**src/rtl/ipv4tx_pkg.sv**
```systemverilog
package ipv4tx_pkg;
    localparam int BYTE_W        = 8;
    localparam int MAC_W         = 48;
    localparam int IP_W          = 32;
    localparam int LEN_W         = 16;
    localparam int ETH_HDR_BYTES = 14;
    localparam int IP_HDR_BYTES  = 20;
    localparam int HDR_BYTES     = ETH_HDR_BYTES + IP_HDR_BYTES;
    localparam int IP_WORDS      = IP_HDR_BYTES / 2;
    localparam int IDX_W         = $clog2(HDR_BYTES);

    typedef enum logic [1:0] {
        RES_NONE    = 2'd0,
        RES_SENDING = 2'd1,
        RES_SENT    = 2'd2,
        RES_ERROR   = 2'd3
    } tx_result_e;

    typedef enum logic [2:0] {
        ST_IDLE,
        ST_LOOKUP,
        ST_CHAN,
        ST_HDR,
        ST_PAY
    } tx_state_e;

    typedef struct packed {
        tx_state_e               st;
        tx_result_e              res;
        logic [BYTE_W-1:0]       proto;
        logic [LEN_W-1:0]        len;
        logic [IP_W-1:0]         dip;
        logic [MAC_W-1:0]        dmac;
        logic [IDX_W-1:0]        idx;
    } ctl_regs_t;
endpackage

```
**src/rtl/ipv4tx_csum.sv**
```systemverilog
module ipv4tx_csum #(
    parameter int WORDS = 10
) (
    input  logic [WORDS*16-1:0] words_i,
    output logic [15:0]         csum_o
);
    localparam int ACC_W = 16 + $clog2(WORDS) + 1;

    logic [ACC_W-1:0] acc;
    logic [16:0]      fold1;
    logic [16:0]      fold2;

    always_comb begin
        acc = '0;
        for (int w = 0; w < WORDS; w++) begin
            acc = acc + ACC_W'(words_i[w*16 +: 16]);
        end
        fold1  = 17'(acc[15:0]) + 17'(acc[ACC_W-1:16]);
        fold2  = 17'(fold1[15:0]) + 17'(fold1[16]);
        csum_o = ~fold2[15:0];
    end
endmodule

```
**src/rtl/ipv4tx_hdr.sv**
```systemverilog
module ipv4tx_hdr
    import ipv4tx_pkg::*;
#(
    parameter logic [7:0]  TTL_VAL   = 8'd128,
    parameter logic [15:0] ETHERTYPE = 16'h0800
) (
    input  logic [MAC_W-1:0]  dmac_i,
    input  logic [MAC_W-1:0]  smac_i,
    input  logic [IP_W-1:0]   sip_i,
    input  logic [IP_W-1:0]   dip_i,
    input  logic [BYTE_W-1:0] proto_i,
    input  logic [LEN_W-1:0]  len_i,
    input  logic [IDX_W-1:0]  idx_i,
    output logic [BYTE_W-1:0] byte_o
);
    logic [LEN_W-1:0]          tot_len;
    logic [IP_WORDS*16-1:0]    words;
    logic [15:0]               csum;
    logic [HDR_BYTES*8-1:0]    hdr_vec;
    logic [BYTE_W-1:0]         hdr_bytes [HDR_BYTES];

    assign tot_len = len_i + LEN_W'(IP_HDR_BYTES);

    // checksum word slot (word 5) is zero while summing
    assign words = {16'h4500, tot_len, 16'h0000, 16'h0000,
                    TTL_VAL, proto_i, 16'h0000,
                    sip_i, dip_i};

    ipv4tx_csum #(.WORDS(IP_WORDS)) u_csum (
        .words_i (words),
        .csum_o  (csum)
    );

    assign hdr_vec = {dmac_i, smac_i, ETHERTYPE,
                      8'h45, 8'h00, tot_len, 16'h0000, 16'h0000,
                      TTL_VAL, proto_i, csum, sip_i, dip_i};

    for (genvar gi = 0; gi < HDR_BYTES; gi++) begin : g_split
        assign hdr_bytes[gi] = hdr_vec[(HDR_BYTES-1-gi)*8 +: 8];
    end

    always_comb begin
        byte_o = '0;
        if (int'(idx_i) < HDR_BYTES) begin
            byte_o = hdr_bytes[idx_i];
        end
    end
endmodule

```
**src/rtl/ipv4tx_ctl.sv**
```systemverilog
module ipv4tx_ctl
    import ipv4tx_pkg::*;
(
    input  logic              clk,
    input  logic              rst,
    input  logic              start,
    input  logic [BYTE_W-1:0] proto,
    input  logic [LEN_W-1:0]  pay_len,
    input  logic [IP_W-1:0]   dst_ip,
    input  logic              lkp_ok,
    input  logic              lkp_err,
    input  logic [MAC_W-1:0]  lkp_mac,
    input  logic              chan_grant,
    input  logic              mac_ready,
    input  logic              pay_valid,
    input  logic              pay_last,
    output tx_result_e        result,
    output logic              lkp_req,
    output logic              chan_req,
    output logic              hdr_fire,
    output logic              pay_ready,
    output logic              pay_fire,
    output logic [IDX_W-1:0]  idx,
    output logic [BYTE_W-1:0] lat_proto,
    output logic [LEN_W-1:0]  lat_len,
    output logic [IP_W-1:0]   lat_dip,
    output logic [MAC_W-1:0]  lat_dmac
);
    localparam logic [IDX_W-1:0] LAST_IDX = IDX_W'(HDR_BYTES - 1);

    ctl_regs_t q, d;

    assign result    = q.res;
    assign lkp_req   = (q.st == ST_LOOKUP);
    assign chan_req  = (q.st == ST_CHAN) || (q.st == ST_HDR) || (q.st == ST_PAY);
    assign hdr_fire  = (q.st == ST_HDR) && chan_grant && mac_ready;
    assign pay_ready = (q.st == ST_PAY) && chan_grant && mac_ready;
    assign pay_fire  = pay_ready && pay_valid;
    assign idx       = q.idx;
    assign lat_proto = q.proto;
    assign lat_len   = q.len;
    assign lat_dip   = q.dip;
    assign lat_dmac  = q.dmac;

    always_comb begin
        d = q;
        case (q.st)
            ST_IDLE: begin
                if (start) begin
                    d.proto = proto;
                    d.len   = pay_len;
                    d.dip   = dst_ip;
                    d.idx   = '0;
                    d.res   = RES_SENDING;
                    if (dst_ip == '1) begin
                        d.dmac = '1;
                        d.st   = ST_CHAN;
                    end else begin
                        d.st = ST_LOOKUP;
                    end
                end
            end
            ST_LOOKUP: begin
                if (lkp_ok) begin
                    d.dmac = lkp_mac;
                    d.st   = ST_CHAN;
                end else if (lkp_err) begin
                    d.res = RES_ERROR;
                    d.st  = ST_IDLE;
                end
            end
            ST_CHAN: begin
                if (chan_grant) begin
                    d.st = ST_HDR;
                end
            end
            ST_HDR: begin
                if (hdr_fire) begin
                    if (q.idx == LAST_IDX) begin
                        d.idx = '0;
                        d.st  = ST_PAY;
                    end else begin
                        d.idx = q.idx + IDX_W'(1);
                    end
                end
            end
            ST_PAY: begin
                if (pay_fire && pay_last) begin
                    d.res = RES_SENT;
                    d.st  = ST_IDLE;
                end
            end
            default: d.st = ST_IDLE;
        endcase
    end

    always_ff @(posedge clk) begin
        if (rst) begin
            q.st    <= ST_IDLE;
            q.res   <= RES_NONE;
            q.proto <= '0;
            q.len   <= '0;
            q.dip   <= '0;
            q.dmac  <= '0;
            q.idx   <= '0;
        end else begin
            q <= d;
        end
    end


    start_sending_chk: assert property (@(posedge clk) disable iff (rst)
        (q.st == ST_IDLE && start) |=> (result == RES_SENDING));


    bcast_nolookup_chk: assert property (@(posedge clk) disable iff (rst)
        lkp_req |-> (lat_dip != '1));


    pay_ready_chk: assert property (@(posedge clk) disable iff (rst)
        pay_ready |-> (mac_ready && chan_grant));


    err_nochan_chk: assert property (@(posedge clk) disable iff (rst)
        (lkp_req && lkp_err && !lkp_ok) |=> (!chan_req && result == RES_ERROR));
endmodule

```
**src/rtl/ipv4_tx_builder.sv**
```systemverilog
module ipv4_tx_builder
    import ipv4tx_pkg::*;
#(
    parameter logic [7:0] TTL_VAL = 8'd128
) (
    input  logic        clk,
    input  logic        rst,
    input  logic        start,
    input  logic [7:0]  proto,
    input  logic [15:0] pay_len,
    input  logic [31:0] dst_ip,
    input  logic [31:0] local_ip,
    input  logic [47:0] local_mac,
    output logic [1:0]  result,
    output logic        lkp_req,
    output logic [31:0] lkp_ip,
    input  logic        lkp_ok,
    input  logic        lkp_err,
    input  logic [47:0] lkp_mac,
    output logic        chan_req,
    input  logic        chan_grant,
    input  logic        mac_ready,
    output logic        out_valid,
    output logic        out_first,
    output logic        out_last,
    output logic [7:0]  out_data,
    output logic        pay_ready,
    input  logic        pay_valid,
    input  logic        pay_last,
    input  logic [7:0]  pay_data
);
    tx_result_e        res;
    logic              hdr_fire;
    logic              pay_fire;
    logic [IDX_W-1:0]  idx;
    logic [BYTE_W-1:0] lat_proto;
    logic [LEN_W-1:0]  lat_len;
    logic [IP_W-1:0]   lat_dip;
    logic [MAC_W-1:0]  lat_dmac;
    logic [BYTE_W-1:0] hdr_byte;

    ipv4tx_ctl u_ctl (
        .clk        (clk),
        .rst        (rst),
        .start      (start),
        .proto      (proto),
        .pay_len    (pay_len),
        .dst_ip     (dst_ip),
        .lkp_ok     (lkp_ok),
        .lkp_err    (lkp_err),
        .lkp_mac    (lkp_mac),
        .chan_grant (chan_grant),
        .mac_ready  (mac_ready),
        .pay_valid  (pay_valid),
        .pay_last   (pay_last),
        .result     (res),
        .lkp_req    (lkp_req),
        .chan_req   (chan_req),
        .hdr_fire   (hdr_fire),
        .pay_ready  (pay_ready),
        .pay_fire   (pay_fire),
        .idx        (idx),
        .lat_proto  (lat_proto),
        .lat_len    (lat_len),
        .lat_dip    (lat_dip),
        .lat_dmac   (lat_dmac)
    );

    ipv4tx_hdr #(.TTL_VAL(TTL_VAL)) u_hdr (
        .dmac_i  (lat_dmac),
        .smac_i  (local_mac),
        .sip_i   (local_ip),
        .dip_i   (lat_dip),
        .proto_i (lat_proto),
        .len_i   (lat_len),
        .idx_i   (idx),
        .byte_o  (hdr_byte)
    );

    assign result    = res;
    assign lkp_ip    = lat_dip;
    assign out_valid = hdr_fire || pay_fire;
    assign out_first = hdr_fire && (idx == '0);
    assign out_last  = pay_fire && pay_last;
    assign out_data  = hdr_fire ? hdr_byte : pay_data;


    valid_needs_grant_chk: assert property (@(posedge clk) disable iff (rst)
        out_valid |-> (chan_grant && mac_ready));


    chan_release_chk: assert property (@(posedge clk) disable iff (rst)
        (out_valid && out_last) |=> !chan_req);


    chan_hold_chk: assert property (@(posedge clk) disable iff (rst)
        (chan_req && !(out_valid && out_last)) |=> chan_req);


    first_once_chk: assert property (@(posedge clk) disable iff (rst)
        out_first |-> (out_valid && !out_last));
endmodule

```
**config.mk**
```make
export PLATFORM = sky130hd
export DESIGN_NAME = ipv4_tx_builder
export DESIGN_NICKNAME = d
export VERILOG_FILES = /design/src/rtl/ipv4tx_pkg.sv /design/src/rtl/ipv4tx_csum.sv /design/src/rtl/ipv4tx_hdr.sv /design/src/rtl/ipv4tx_ctl.sv /design/src/rtl/ipv4_tx_builder.sv
export SDC_FILE = /design/constraint.sdc
export NUM_CORES = 1
export LEC_CHECK = 0
export BUFFER_PORTS_ARGS = -buffer_cell sky130_fd_sc_hd__clkbuf_2
export CORE_ASPECT_RATIO = 0.5
export CORE_MARGIN = 2
export CORE_UTILIZATION = 45
export DETAILED_ROUTE_END_ITERATION = 10
export PLACE_DENSITY_LB_ADDON = 0.08
export SETUP_SLACK_MARGIN = 0.1
export SKIP_CTS_REPAIR_TIMING = 1
export SYNTH_ARGS = -nofsm -noshare
export SYNTH_HDL_FRONTEND = slang
export SYNTH_SLANG_ARGS = --single-unit
```
**constraint.sdc**
```tcl
create_clock -name clk -period 16.9 [get_ports clk]
set_input_delay 4.225 -clock clk [delete_from_list [all_inputs] [get_ports clk]]
set_output_delay 4.225 -clock clk [all_outputs]
set_load 0.05 [all_outputs]
```
### After elaboration in Yosys (flattened, before gate mapping)

Cells that the tools add are included.

| cells by class | value |
|---|---|
| reductions and logical operators | 20 |
| multiplexer cells | 22 |
| bitwise logic cells | 2 |
| eq/ne operators | 16 |
| $lt $le $gt $ge | 2 |
| add/sub/neg operators | 10 |

Operators by type and width:

| operator | number |
|---|---|
| $mux W115 | 1 |
| $mux W48 | 2 |
| $pmux W48 S2 | 1 |
| $bmux W8 S6 | 1 |
| $eq A32 B32 Y1 const B | 1 |
| $mux W8 | 4 |
| $add A20 B16 Y21 | 1 |
| $add A21 B15 Y21 const B | 1 |
| $add A19 B16 Y20 | 1 |
| $add A18 B16 Y19 | 1 |
| $add A17 B16 Y18 | 1 |
| $add A16 B16 Y17 | 1 |
| $add A16 B5 Y17 | 1 |
| $add A16 B1 Y16 | 1 |
| $add A16 B5 Y16 const B | 1 |
| $not A16 Y16 | 1 |
| $pmux W3 S5 | 1 |
| $mux W3 | 4 |
| $mux W6 | 2 |
| $ne A2 B2 Y1 const B | 6 |
| $pmux W6 S2 | 1 |
| $mux W5 | 2 |
| $ge A7 B7 Y1 const B | 1 |
| $logic_and A1 B1 Y1 | 7 |
| 21 further kinds | 28 |

| storage, ports and cells | value |
|---|---|
| output and inout port bits | 48 |
| register bits after elaboration | 115 |
| logic and storage cells | 79 |

### Logic depth before layout (Yosys ltp)

| depth | value |
|---|---|
| depth after elaboration | 14 |
| mapped depth | 37 |
| mapped depth without buffers | 36 |

### By module

A second synthesis with hierarchy kept.

| second synthesis, totals | value |
|---|---|
| cell total of the unflattened synthesis | 1260 |
| area, all modules | 11827.6 µm² |

By module, submodules not included:

| module | area an instance (µm²) | sequential area each (µm²) | times used | cells each |
|---|---|---|---|---|
| ipv4tx_ctl | 5024.8 | 2302.2 | 1 | 560 |
| ipv4tx_csum | 4621.9 | 0.0 | 1 | 471 |
| ipv4tx_hdr | 2019.4 | 0.0 | 1 | 215 |
| ipv4_tx_builder | 161.4 | 0.0 | 1 | 14 |

### Worst setup path after synthesis

No wires, ideal clock.

| timing | value |
|---|---|
| kind | input -> output |
| from | input port local_ip[2] |
| to | output port out_data[1] |
| buffers on the path | 0 |
| data arrival time | 11875 ps |
| path slack | 800 ps |
| stages | 34 |
| cells stage by stage | inv_1 > fa_1 > inv_1 > fa_1 > inv_1 > fa_1 > inv_1 > ha_1 > fa_1 > a21o_2 > a221o_1 > o21ba_1 > o31ai_2 > a21oi_1 > a21oi_1 > o21bai_1 > xor2_1 > ha_1 > fa_1 > a21o_1 > nand2_1 > a21oi_4 > nand3_1 > nor2_1 > and3_1 > ha_1 > and3_1 > nand2_1 > nor3_4 > o211ai_1 > xnor2_1 > mux4_2 > and2_1 > o41ai_2 |

| on the way | value |
|---|---|
| word-level cells in the longest chain between the ends | 13 |

Ends and longest elaborated chain:

| element | line | RTL |
|---|---|---|
| from (decl) | ipv4_tx_builder.sv:12 | `input logic [31:0] local_ip,` |
| $add A17 B16 Y18 | ipv4tx_csum.sv:16 | `acc = acc + ACC_W'(words_i[w*16 +: 16]);` |
| $add A18 B16 Y19 | ipv4tx_csum.sv:16 |  |
| $add A19 B16 Y20 | ipv4tx_csum.sv:16 |  |
| $add A20 B16 Y21 | ipv4tx_csum.sv:16 |  |
| $add A21 B15 Y21 | ipv4tx_csum.sv:16 |  |
| $add A16 B5 Y17 | ipv4tx_csum.sv:18 | `fold1 = 17'(acc[15:0]) + 17'(acc[ACC_W-1:16]);` |
| $add A16 B1 Y16 | ipv4tx_csum.sv:19 | `fold2 = 17'(fold1[15:0]) + 17'(fold1[16]);` |
| $not A16 Y16 | ipv4tx_csum.sv:20 | `csum_o = ~fold2[15:0];` |
| $bmux W8 S6 | ipv4tx_hdr.sv:45 | `byte_o = hdr_bytes[idx_i];` |
| $mux W8 (not written as such) (2 in series) | ipv4tx_hdr.sv:45 |  |
| $mux W8 | ipv4tx_hdr.sv:44 | `if (int'(idx_i) < HDR_BYTES) begin` |
| $mux W8 | ipv4_tx_builder.sv:85 | `assign out_data = hdr_fire ? hdr_byte : pay_data;` |
| to (decl) | ipv4_tx_builder.sv:26 | `output logic [7:0] out_data,` |

Every way passes these cells. The select of a mux whose other input is x is not followed.

### Final worst setup path

| timing | value |
|---|---|
| from | input port local_ip[2] |
| to | output port out_data[4] |

Same word-level chain as after synthesis.

==> flow_summary.json <==
{
  "antenna_found_initial": 0,
  "p_int_uw": 903,
  "clock_latency_ps": 410,
  "synth_area_sq_mm": 0.00978,
  "power_switching_uw": 773,
  "slowest_delay_ps": 530,
  "first_pass_iters": 6,
  "ys_types": 83,
  "cap_viol_max_count": 0,
  "hold_path_class": "register to register",
  "p_seq_frac": 0.190,
  "final_common_cell": "clkbuf_2",
  "io_buffers": 248,
  "fin_skew_ps": 10.0,
  "synth_fp_nets": 1523,
  "critPathKind": "primary input to output port",
  "core_sq_mm": 0.0215,
  "yosysSeqAreaShare": 0.235,
  "cts_max_level": 4,
  "status": "finished, final reports clean",
  "die-area_sq_mm": 0.0230,
  "drtIter0Drc": 865,
  "async_flop_share": 0,
  "rsz0062_at_grt": "no",
  "setup_viol": 0,
  "max_freq_ghz": 0.0615,
  "syn_inst": 1231,
  "drc": 0,
  "pre_cts_ws_ps": 555,
  "yosysTopAreaCellShare": 0.235,
  "cts_buffers": 17,
  "swShare": 0.461,
  "hold_viol": 0,
  "start_util": 0.455,
  "avgSynthCellArea_sq_um": 7.95,
  "slew_headroom": 0.227,
  "period_minus_slack_ps": 16270,
  "die_height_um": 108,
  "rows": 38,
  "synthFlopType": "dfxtp_1",
  "place_area_sq_mm": 0.0110,
  "grt_max_degree": 111,
  "gp_congestion": 0.932,
  "worstMarginPinSlew_ps": 1160,
  "cts.sink_count": 115,
  "drive_gt1_frac": 0.247,
  "whs_ps": 464,
  "power_frac_comb": 0.598,
  "cp-end-kind": "output port",
  "grt_overflow_total": 0,
  "layout_common_cells": "245 x clkbuf_2, 165 x nand2_1, 160 x inv_1, 147 x nor2_1, 113 x dfxtp_1",
  "fin_setup_tns_ps": 0,
  "cp_max_fo": 6,
  "routed-via-count": 9566,
  "p_leak_uw": 0.00522,
  "chipWidth_um": 213,
  "crit_required_ps": 12680,
  "ys_ff_latch": 115,
  "area_growth_pct": 18.3,
  "start_kind": "primary input",
  "final_net_count": 1699,
  "ys_warn_count": 0,
  "place_hpwl_mm": 28.3,
  "clk_pin_slew_ps": 50,
  "root_buffer": "clkbuf_16",
  "synth_edf_count": 0,
  "cp.arrival_ps": 12040,
  "fillers": 2130,
  "clock_path_buffers": 2,
  "critPathSlowestCell": "fa_1",
  "wire_per_inst_um": 20.5,
  "yosys-top-cells-area": "dfxtp_1 24%, fa_1 12%, mux4_2 8.5%, nand2_1 6.3%, inv_1 6.1%",
  "p_total_uw": 1680,
  "postRouteAntennaNets": 0,
  "grt_pass1_wl_mm": 52.9,
  "final_area_sq_mm": 0.0116,
  "powerDensity_mw_per_mm2": 145,
  "ios": 249,
  "track_usage": 0.312,
  "maxSlewViolCount": 0,
  "peakVddDrop_mv": 0.0919,
  "timing.final.ws_setup_ps": 634,
  "power_frac_clock": 0.212,
  "grt_pass1_vias": 9340,
  "cts_tree": "built",
  "yosysTopAreaCell": "dfxtp_1",
  "wl_mm": 35.2,
  "post-route-period-util": 0.963,
  "via_per_inst": 5.56,
  "cp_common_cell": "fa_1"
}
[power groups by stage]
stage / Combinational (uW) / Sequential, uW / Clock, uW
2_1_floorplan: 731 / 308 / 0
3_3_place_gp: 980 / 323 / 0
3_5_place_dp: 975 / 324 / 0
4_1_cts: 985 / 318 / 358
5_1_grt: 1100 / 321 / 372
6_report: 1000 / 319 / 355
[metal layers]
layer | up-vias | GRT usage | wire length (um)
met1 | 4661 | 0.426 | 15900
li1 | 4455 | - | -
met3 | 68 | 0.0683 | 2620
met4 | 0 | 0.118 | 1060
met2 | 382 | 0.485 | 15600
met5 | - | 0 | 0
[final timing paths]
kind / to / start / cells after the start / slack [ps]
worst max register to register: u_ctl.idx[5] / u_ctl.q[112] / 7 / 14070
worst min register to register: u_ctl.result[1] / u_ctl.result[1] / 2 / 460
worst max-delay path: out_data[4] / local_ip[2] / 36 / 630
worst min-delay path: u_ctl.result[1] / u_ctl.result[1] / 2 / 460
[state kept, by name (all words and copies together) (netlist names)]
register and flops:
u_ctl.lat_dmac 48, u_ctl.lat_dip 32, u_ctl.lat_len 16, u_ctl.lat_proto 8, u_ctl.idx 6, u_ctl.q 3, u_ctl.result 2
[cell usage after synthesis, drive strengths merged (3+ instances only)]
master	n
nand2	165
inv	161
nor2	147
dfxtp	115
a21oi	96
nor3	67
fa	57
clkbuf	53
buf	45
mux4	37
o21ai	36
xnor2	35
ha	34
mux2i	13
nand4	13
xor2	13
nand3	12
a211oi	8
a31oi	8
and3	8
o31ai	8
o211ai	7
a21o	6
and2	6
nor4	6
or3	5
a211o	4
a221oi	4
o2111ai	4
o21a	4
o22ai	4
a22oi	3
o2111a	3
o211a	3
o21bai	3
or2	3
[cells by family after synthesis]
family | synth area share
flip-flops | 0.235
buffers and inverters | 0.114
XOR/XNOR | 0.0453
multiplexers | 0.0985
adder cells (fa/ha/maj) | 0.160
AO/OA/AOI/OAI | 0.144
AND/OR/NAND/NOR | 0.202
[stage by stage]
step | util | instances
3_3_place_gp | 0.510 | 1688
2_1_floorplan | - | 1231
6_report | 0.539 | 1720
3_5_place_dp | 0.510 | 1688
4_1_cts | 0.538 | 1719
5_1_grt | 0.538 | 1719
[critical path: cells and delay by family]
family	cells	cell delay [ps]
AOI/OAI and AO/OA	12	2650
xor gates and xnor gates	1	150
adders and majority gates	9	3040
buffers and inverters	6	650
and+or+nand+nor	8	1290
[cell type report]
type | count | area [sq um] | share of cell area
Timing Repair Buffer | 255 | 1300 | 0.112
Sequential cell | 115 | 2310 | 0.199
Inverter | 162 | 608 | 0.0525
Clock inverter | 9 | 103 | 0.00886
Clock buffer | 22 | 485 | 0.0419
Tap cell | 300 | 375 | 0.0324
Antenna cell | 1 | 2.50 | 0.000216
Multi-Input combinational cell | 856 | 6390 | 0.552
(Power assumes the default switching activity.)
